**src/rtl/pps_pkg.sv**
```systemverilog
package pps_pkg;
  // Number of sequenced control lines: supply, signal drive, backlight.
  localparam int NUM_LINES = 3;
  localparam int LEVEL_W   = $clog2(NUM_LINES + 1);

  typedef struct packed {
    logic stepUp;    // raise the next line
    logic stepDown;  // lower the top line
    logic clear;     // synchronous hold in reset
  } seqStrobe_t;
endpackage

```
**src/rtl/pps_ctrl.sv**
```systemverilog
module pps_ctrl
  import pps_pkg::*;
#(
  parameter int DELAY_W = 3
) (
  input  logic               clk,
  input  logic               rst_n,
  input  logic               tftEnable,
  input  logic               outEnable,
  input  logic               pwrEnable,
  input  logic               frameTick,
  input  logic [DELAY_W-1:0] seqDelay,
  input  logic [LEVEL_W-1:0] level,
  output seqStrobe_t         strobe
);
  localparam logic [LEVEL_W-1:0] TOP_LEVEL = LEVEL_W'(NUM_LINES);

  logic               req;
  logic               reqQ;
  logic [DELAY_W-1:0] tickCnt;
  logic [DELAY_W-1:0] delayN;
  logic [DELAY_W:0]   countNext;
  logic               needMove;
  logic               reqChanged;
  logic               fire;

  // Power request is ignored while the output enable is low.
  assign req        = pwrEnable & outEnable;
  assign reqChanged = (req != reqQ);
  assign delayN     = (seqDelay == '0) ? DELAY_W'(1) : seqDelay;
  assign needMove   = req ? (level < TOP_LEVEL) : (level != '0);
  assign countNext  = {1'b0, tickCnt} + 1'b1;
  assign fire       = !reqChanged && needMove && frameTick
                      && (countNext >= {1'b0, delayN});

  always_comb begin
    strobe          = '0;
    strobe.clear    = !tftEnable;
    strobe.stepUp   = tftEnable && fire && req;
    strobe.stepDown = tftEnable && fire && !req;
  end

  always_ff @(posedge clk or negedge rst_n) begin
    if (!rst_n) begin
      reqQ    <= 1'b0;
      tickCnt <= '0;
    end else if (!tftEnable) begin
      reqQ    <= 1'b0;
      tickCnt <= '0;
    end else begin
      reqQ <= req;
      if (reqChanged || !needMove || fire) begin
        tickCnt <= '0;
      end else if (frameTick) begin
        tickCnt <= countNext[DELAY_W-1:0];
      end
    end
  end
endmodule

```
**src/rtl/pps_datapath.sv**
```systemverilog
module pps_datapath
  import pps_pkg::*;
#(
  parameter int DATA_W = 18
) (
  input  logic                 clk,
  input  logic                 rst_n,
  input  seqStrobe_t           strobe,
  input  logic                 outEnable,
  input  logic                 blankEnable,
  input  logic                 hsyncEnable,
  input  logic                 vsyncEnable,
  input  logic [DATA_W-1:0]    pixIn,
  input  logic                 hBlank,
  input  logic                 vBlank,
  input  logic                 hsyncIn,
  input  logic                 vsyncIn,
  output logic [LEVEL_W-1:0]   level,
  output logic [NUM_LINES-1:0] lines,
  output logic                 panelOn,
  output logic [DATA_W-1:0]    pixOut,
  output logic                 dataEnOut,
  output logic                 panelClkEn,
  output logic                 hsyncOut,
  output logic                 vsyncOut
);
  localparam logic [LEVEL_W-1:0] LAST_UP = LEVEL_W'(NUM_LINES - 1);

  logic [LEVEL_W-1:0] levelNext;
  logic               gate;
  logic               active;

  always_comb begin
    levelNext = level;
    if (strobe.stepUp)        levelNext = level + 1'b1;
    else if (strobe.stepDown) levelNext = level - 1'b1;
  end

  always_ff @(posedge clk or negedge rst_n) begin
    if (!rst_n)            level <= '0;
    else if (strobe.clear) level <= '0;
    else                   level <= levelNext;
  end

  // One register per control line, each raised while the level passes it.
  for (genvar i = 0; i < NUM_LINES; i++) begin : g_line
    always_ff @(posedge clk or negedge rst_n) begin
      if (!rst_n)            lines[i] <= 1'b0;
      else if (strobe.clear) lines[i] <= 1'b0;
      else                   lines[i] <= (levelNext > LEVEL_W'(i));
    end
  end

  always_ff @(posedge clk or negedge rst_n) begin
    if (!rst_n) begin
      panelOn <= 1'b0;
    end else if (strobe.clear) begin
      panelOn <= 1'b0;
    end else if (strobe.stepUp && level == LAST_UP) begin
      panelOn <= 1'b1;
    end else if (strobe.stepDown && level == LEVEL_W'(1)) begin
      panelOn <= 1'b0;
    end
  end

  assign gate   = panelOn && outEnable;
  assign active = !hBlank && !vBlank;

  always_ff @(posedge clk or negedge rst_n) begin
    if (!rst_n) begin
      pixOut     <= '0;
      dataEnOut  <= 1'b0;
      panelClkEn <= 1'b0;
      hsyncOut   <= 1'b0;
      vsyncOut   <= 1'b0;
    end else if (strobe.clear) begin
      pixOut     <= '0;
      dataEnOut  <= 1'b0;
      panelClkEn <= 1'b0;
      hsyncOut   <= 1'b0;
      vsyncOut   <= 1'b0;
    end else begin
      pixOut     <= (gate && blankEnable && active) ? pixIn : '0;
      dataEnOut  <= gate && active;
      panelClkEn <= gate;
      hsyncOut   <= gate && hsyncEnable && hsyncIn;
      vsyncOut   <= gate && vsyncEnable && vsyncIn;
    end
  end
endmodule

```
**src/rtl/panel_power_seq.sv**
```systemverilog
module panel_power_seq
  import pps_pkg::*;
#(
  parameter int DATA_W  = 18,
  parameter int DELAY_W = 3
) (
  input  logic               clk,
  input  logic               rst_n,
  input  logic               tftEnable,
  input  logic               outEnable,
  input  logic               pwrEnable,
  input  logic [DELAY_W-1:0] seqDelay,
  input  logic               blankEnable,
  input  logic               hsyncEnable,
  input  logic               vsyncEnable,
  input  logic               frameTick,
  input  logic [DATA_W-1:0]  pixIn,
  input  logic               hBlank,
  input  logic               vBlank,
  input  logic               hsyncIn,
  input  logic               vsyncIn,
  output logic               panelVdd,
  output logic               panelSigEn,
  output logic               panelBacklight,
  output logic               panelOn,
  output logic [DATA_W-1:0]  pixOut,
  output logic               dataEnOut,
  output logic               panelClkEn,
  output logic               hsyncOut,
  output logic               vsyncOut
);
  seqStrobe_t           strobe;
  logic [LEVEL_W-1:0]   level;
  logic [NUM_LINES-1:0] lines;

  pps_ctrl #(.DELAY_W(DELAY_W)) u_ctrl (
    .clk(clk), .rst_n(rst_n), .tftEnable(tftEnable), .outEnable(outEnable),
    .pwrEnable(pwrEnable), .frameTick(frameTick), .seqDelay(seqDelay),
    .level(level), .strobe(strobe)
  );

  pps_datapath #(.DATA_W(DATA_W)) u_dp (
    .clk(clk), .rst_n(rst_n), .strobe(strobe), .outEnable(outEnable),
    .blankEnable(blankEnable), .hsyncEnable(hsyncEnable),
    .vsyncEnable(vsyncEnable), .pixIn(pixIn), .hBlank(hBlank),
    .vBlank(vBlank), .hsyncIn(hsyncIn), .vsyncIn(vsyncIn), .level(level),
    .lines(lines), .panelOn(panelOn), .pixOut(pixOut),
    .dataEnOut(dataEnOut), .panelClkEn(panelClkEn), .hsyncOut(hsyncOut),
    .vsyncOut(vsyncOut)
  );

  assign panelVdd       = lines[0];
  assign panelSigEn     = lines[1];
  assign panelBacklight = lines[2];
endmodule

```
**config.mk**
```make
export PLATFORM = sky130hd
export DESIGN_NAME = panel_power_seq
export DESIGN_NICKNAME = d
export VERILOG_FILES = /design/src/rtl/pps_pkg.sv /design/src/rtl/pps_ctrl.sv /design/src/rtl/pps_datapath.sv /design/src/rtl/panel_power_seq.sv
export SDC_FILE = /design/constraint.sdc
export NUM_CORES = 1
export LEC_CHECK = 0
export CAP_MARGIN = 10
export CORE_UTILIZATION = 55
export DETAILED_ROUTE_END_ITERATION = 10
export DONT_BUFFER_PORTS = 1
export GPL_TIMING_DRIVEN = 0
export PLACE_DENSITY = 0.7
export SYNTH_ARGS = -nofsm -noshare
export SYNTH_HDL_FRONTEND = slang
export SYNTH_HIERARCHICAL = 1
export SYNTH_SLANG_ARGS = --single-unit
```
**constraint.sdc**
```tcl
create_clock -name clk -period 3.22 [get_ports clk]
set_input_delay 0.322 -clock clk [delete_from_list [all_inputs] [get_ports clk]]
set_output_delay 0.322 -clock clk [all_outputs]
set_load 0.01 [all_outputs]
```
==> impl_metrics.ini <==
[sta]
setup_tns_ns = 0
rsz0062_at_grt = no
final_hold_viol_count = 0
fmax_mhz = 347
fin_worst_skew_ns = 0.00418
finalMaxSlewViolations = 0
finalSetupViolCount = 0
fin_crit_ns = 2.88
fin_crit_sh_pct = 89.5
maxSlewHeadroom_pct = 60.2
worst_pin_slew_ns = 0.596

[route]
wl_met2_microns = 1140
detail-route-antenna-nets = 0
vias = 821
drt-total-wl_microns = 2300
drt-met1-wl_microns = 925
firstDrtPassIters = 4
highest_layer = met4
drc = 0
wl_met3_microns = 204
avgRoutedWirePerCell_microns = 15.5
drtIter0Drc = 12
vias_per_cell = 5.55

[critical_path]
r2r_start = u_ctrl/tickCnt[0]$_DFFE_PN0P_
cp-startpoint = u_ctrl/tickCnt[0]$_DFFE_PN0P_
worstPathMaxFanout = 6
cp_num_buf_inv = 0
critPathMostFrequentCell = ha_1
cp_data_arrival_time_ns = 3.14
critPathMaxStageDelay_ns = 0.57
cp_top_family = compound AO/OA/AOI/OAI gates
reg2regPathDepth = 9
r2r_slack_ns = 0.34
critical_path_required_ns = 3.47
cp-end-kind = flop
path_depth = 9
path_cells = ha_1, xor2_1, ha_1, a21o_1, a31oi_4, a2111oi_2, o21bai_1, a221oi_2, nor3b_1
reg2reg_to = u_dp/lines[2]$_DFF_PN0_
crit_slowest_cell = a2111oi_2
cp-start-kind = flop
path_class = reg2reg
endpoint = u_dp/lines[2]$_DFF_PN0_

[pwr]
powerDensity_mw_per_mm2 = 483
seq_power_share_pct = 58.6
power_switching_mw = 0.201
switching_share_pct = 27.4
power.internal_mw = 0.533
p_clk_share_pct = 30.9
power.leakage_nw = 0.759
comb_power_share_pct = 10.5
peakVddDrop_v = 0.000366

[yosys]
ys_async_sr_fraction_pct = 100
synth_edf_count = 0
yosysTopAreaCell = dfrtp_1
ys_ff_latch = 32
synth_common_cells = 32 x dfrtp_1, 11 x and2_4, 9 x and2_2
yosysWarningCount = 6
avgSynthCellArea_sq_um = 12.7
syn-cell-area_sq_mm = 0.00140
synth.area.top_cells = dfrtp_1 57%, and2_4 6.9%, ha_1 5.4%, and2_2 4.8%, a2111oi_2 2.1%
synthCells = 110
synth_top_area_share_pct = 57.2
synth.most_common_cell = dfrtp_1
synth_flop_cell = dfrtp_1
synth_seq_area_share_pct = 57.2
synth.distinct_cells = 33
synthesis.nets = 150

[global_routing]
grt_pass1_wl_microns = 3590
grt_pass1_vias = 790
grt_use_total_pct = 19.6
grt_overflow_total = 0
antenna_found_initial = 0
grt_max_degree = 33

[place]
hpwl_microns = 1640
port_buffers = 0
gp_congestion = 0.743

[floorplan]
fp-row-count = 17
die_area_sq_mm = 0.00275
coreArea_sq_mm = 0.00230
die_x_microns = 52.5
start_util_pct = 60.9
pin_count = 60
die_height_microns = 52.5

[clock_network]
post-cts-setup-buffers = 0
worst_skew_pair.late_latency_ns = 0.33
hold_buffers = 2
cts_tree = built
cts_sinks = 32
cts_root_buf = clkbuf_4
cts-resized-gates = 0
numCtsBuffers = 5
clk_pin_slew_ns = 0.10
cts_buffer_depth = 2
ctsHtreeMaxLevel = 2

[job]
cap_violations = 0

[layout]
antenna_cells = 0
drive_above_1_share_pct = 33.3
area.growth.synth_to_final_pct = 8.76
fillers = 185
multi_input_area_sq_um = 551
final-seq-area_sq_um = 801
post-route-util_pct = 66.3
fin_nets = 159

[hold_path]
hold_path.class = in2reg

[status]
run_status = completed
kinds of logic (layout without fill, tap and decap cells):
group | Yosys count | after routing | share of synthesized area [%]
and+or+nand+nor | 49 | 49 | 23.5
DFF | 32 | 32 | 57.2
AOI/OAI and AO/OA | 14 | 14 | 9.83
buffers and inverters | 8 | 18 | 3.48
adders and majority gates | 6 | 6 | 5.36
xor gates and xnor gates | 1 | 1 | 0.626
area by class of cell:
| type | count | share of cell area [%] |
|---|---|---|
| Clock inverter | 2 | 1.07 |
| Clock buffer | 6 | 2.71 |
| Timing Repair Buffer | 2 | 1.97 |
| Buffer | 2 | 1.73 |
| Tap cell | 28 | 2.30 |
| Multi-Input combinational cell | 70 | 36.2 |
| Sequential cell | 32 | 52.6 |
| Inverter | 6 | 1.48 |
placed cells by master (no fill, tap or decap), drive strengths merged, types with 2 or more instances in the layout:
master,instances
nand4b,2
inv,6
a221oi,2
and3,4
nor3,3
a21oi,2
nand2,7
a2111oi,2
and2,20
buf,3
nand2b,2
o21bai,2
a31oi,2
ha,6
nor2,5
clkbuf,6
dfrtp,32
flip-flops by register name, indices dropped and copies added, names as in the netlist:
register and cells:
u_dp/panelClkEn 1, u_dp/dataEnOut 1, u_dp/level 2, u_dp/pixOut 18, u_ctrl/tickCnt 3, u_dp/vsyncOut 1, u_dp/lines 3, u_dp/panelOn 1
u_ctrl/reqQ 1, u_dp/hsyncOut 1
metal layers:
metal	GRT usage [%]	vias up
met5	0	-
met4	7.89	0
met3	10.4	3
met2	30.6	38
met1	22.3	389
li1	-	391
worst min path at each step:
stage | startpoint | to | slack [ns] | cells after the start
6_report | pixIn[11] | u_dp/pixOut[11]$_DFF_PN0_ | 0.12 | 1
5_1_grt | pixIn[2] | u_dp/pixOut[2]$_DFF_PN0_ | 0.08 | 1
4_1_cts | pixIn[5] | u_dp/pixOut[5]$_DFF_PN0_ | 0.11 | 1
3_5_place_dp | rst_n | u_dp/lines[1]$_DFF_PN0_ | 0.03 | 0
3_3_place_gp | rst_n | u_dp/lines[0]$_DFF_PN0_ | 0.03 | 0
2_1_floorplan | rst_n | u_ctrl/reqQ$_DFF_PN0_ | 0.03 | 0
power by group through the flow:
| stage | Combinational, mW | Clock, mW | Sequential [mW] |
|---|---|---|---|
| 6_report | 0.0770 | 0.227 | 0.431 |
| 5_1_grt | 0.0864 | 0.256 | 0.436 |
| 3_5_place_dp | 0.0654 | 0 | 0.439 |
| 4_1_cts | 0.0774 | 0.233 | 0.431 |
| 2_1_floorplan | 0.0549 | 0 | 0.436 |
| 3_3_place_gp | 0.0616 | 0 | 0.438 |
stage by stage:
stage	worst slack [ns]	hold slack [ns]	area (sq um)	power [mW]	instances
5_1_grt	0.0807	0.0835	1520	0.778	148
2_1_floorplan	0.714	0.0264	1400	0.491	110
3_3_place_gp	0.461	0.0270	1440	0.499	138
3_5_place_dp	0.380	0.0270	1440	0.505	138
4_1_cts	0.339	0.106	1520	0.742	148
6_report	0.337	0.117	1520	0.735	148
(Power assumes the default switching activity.)
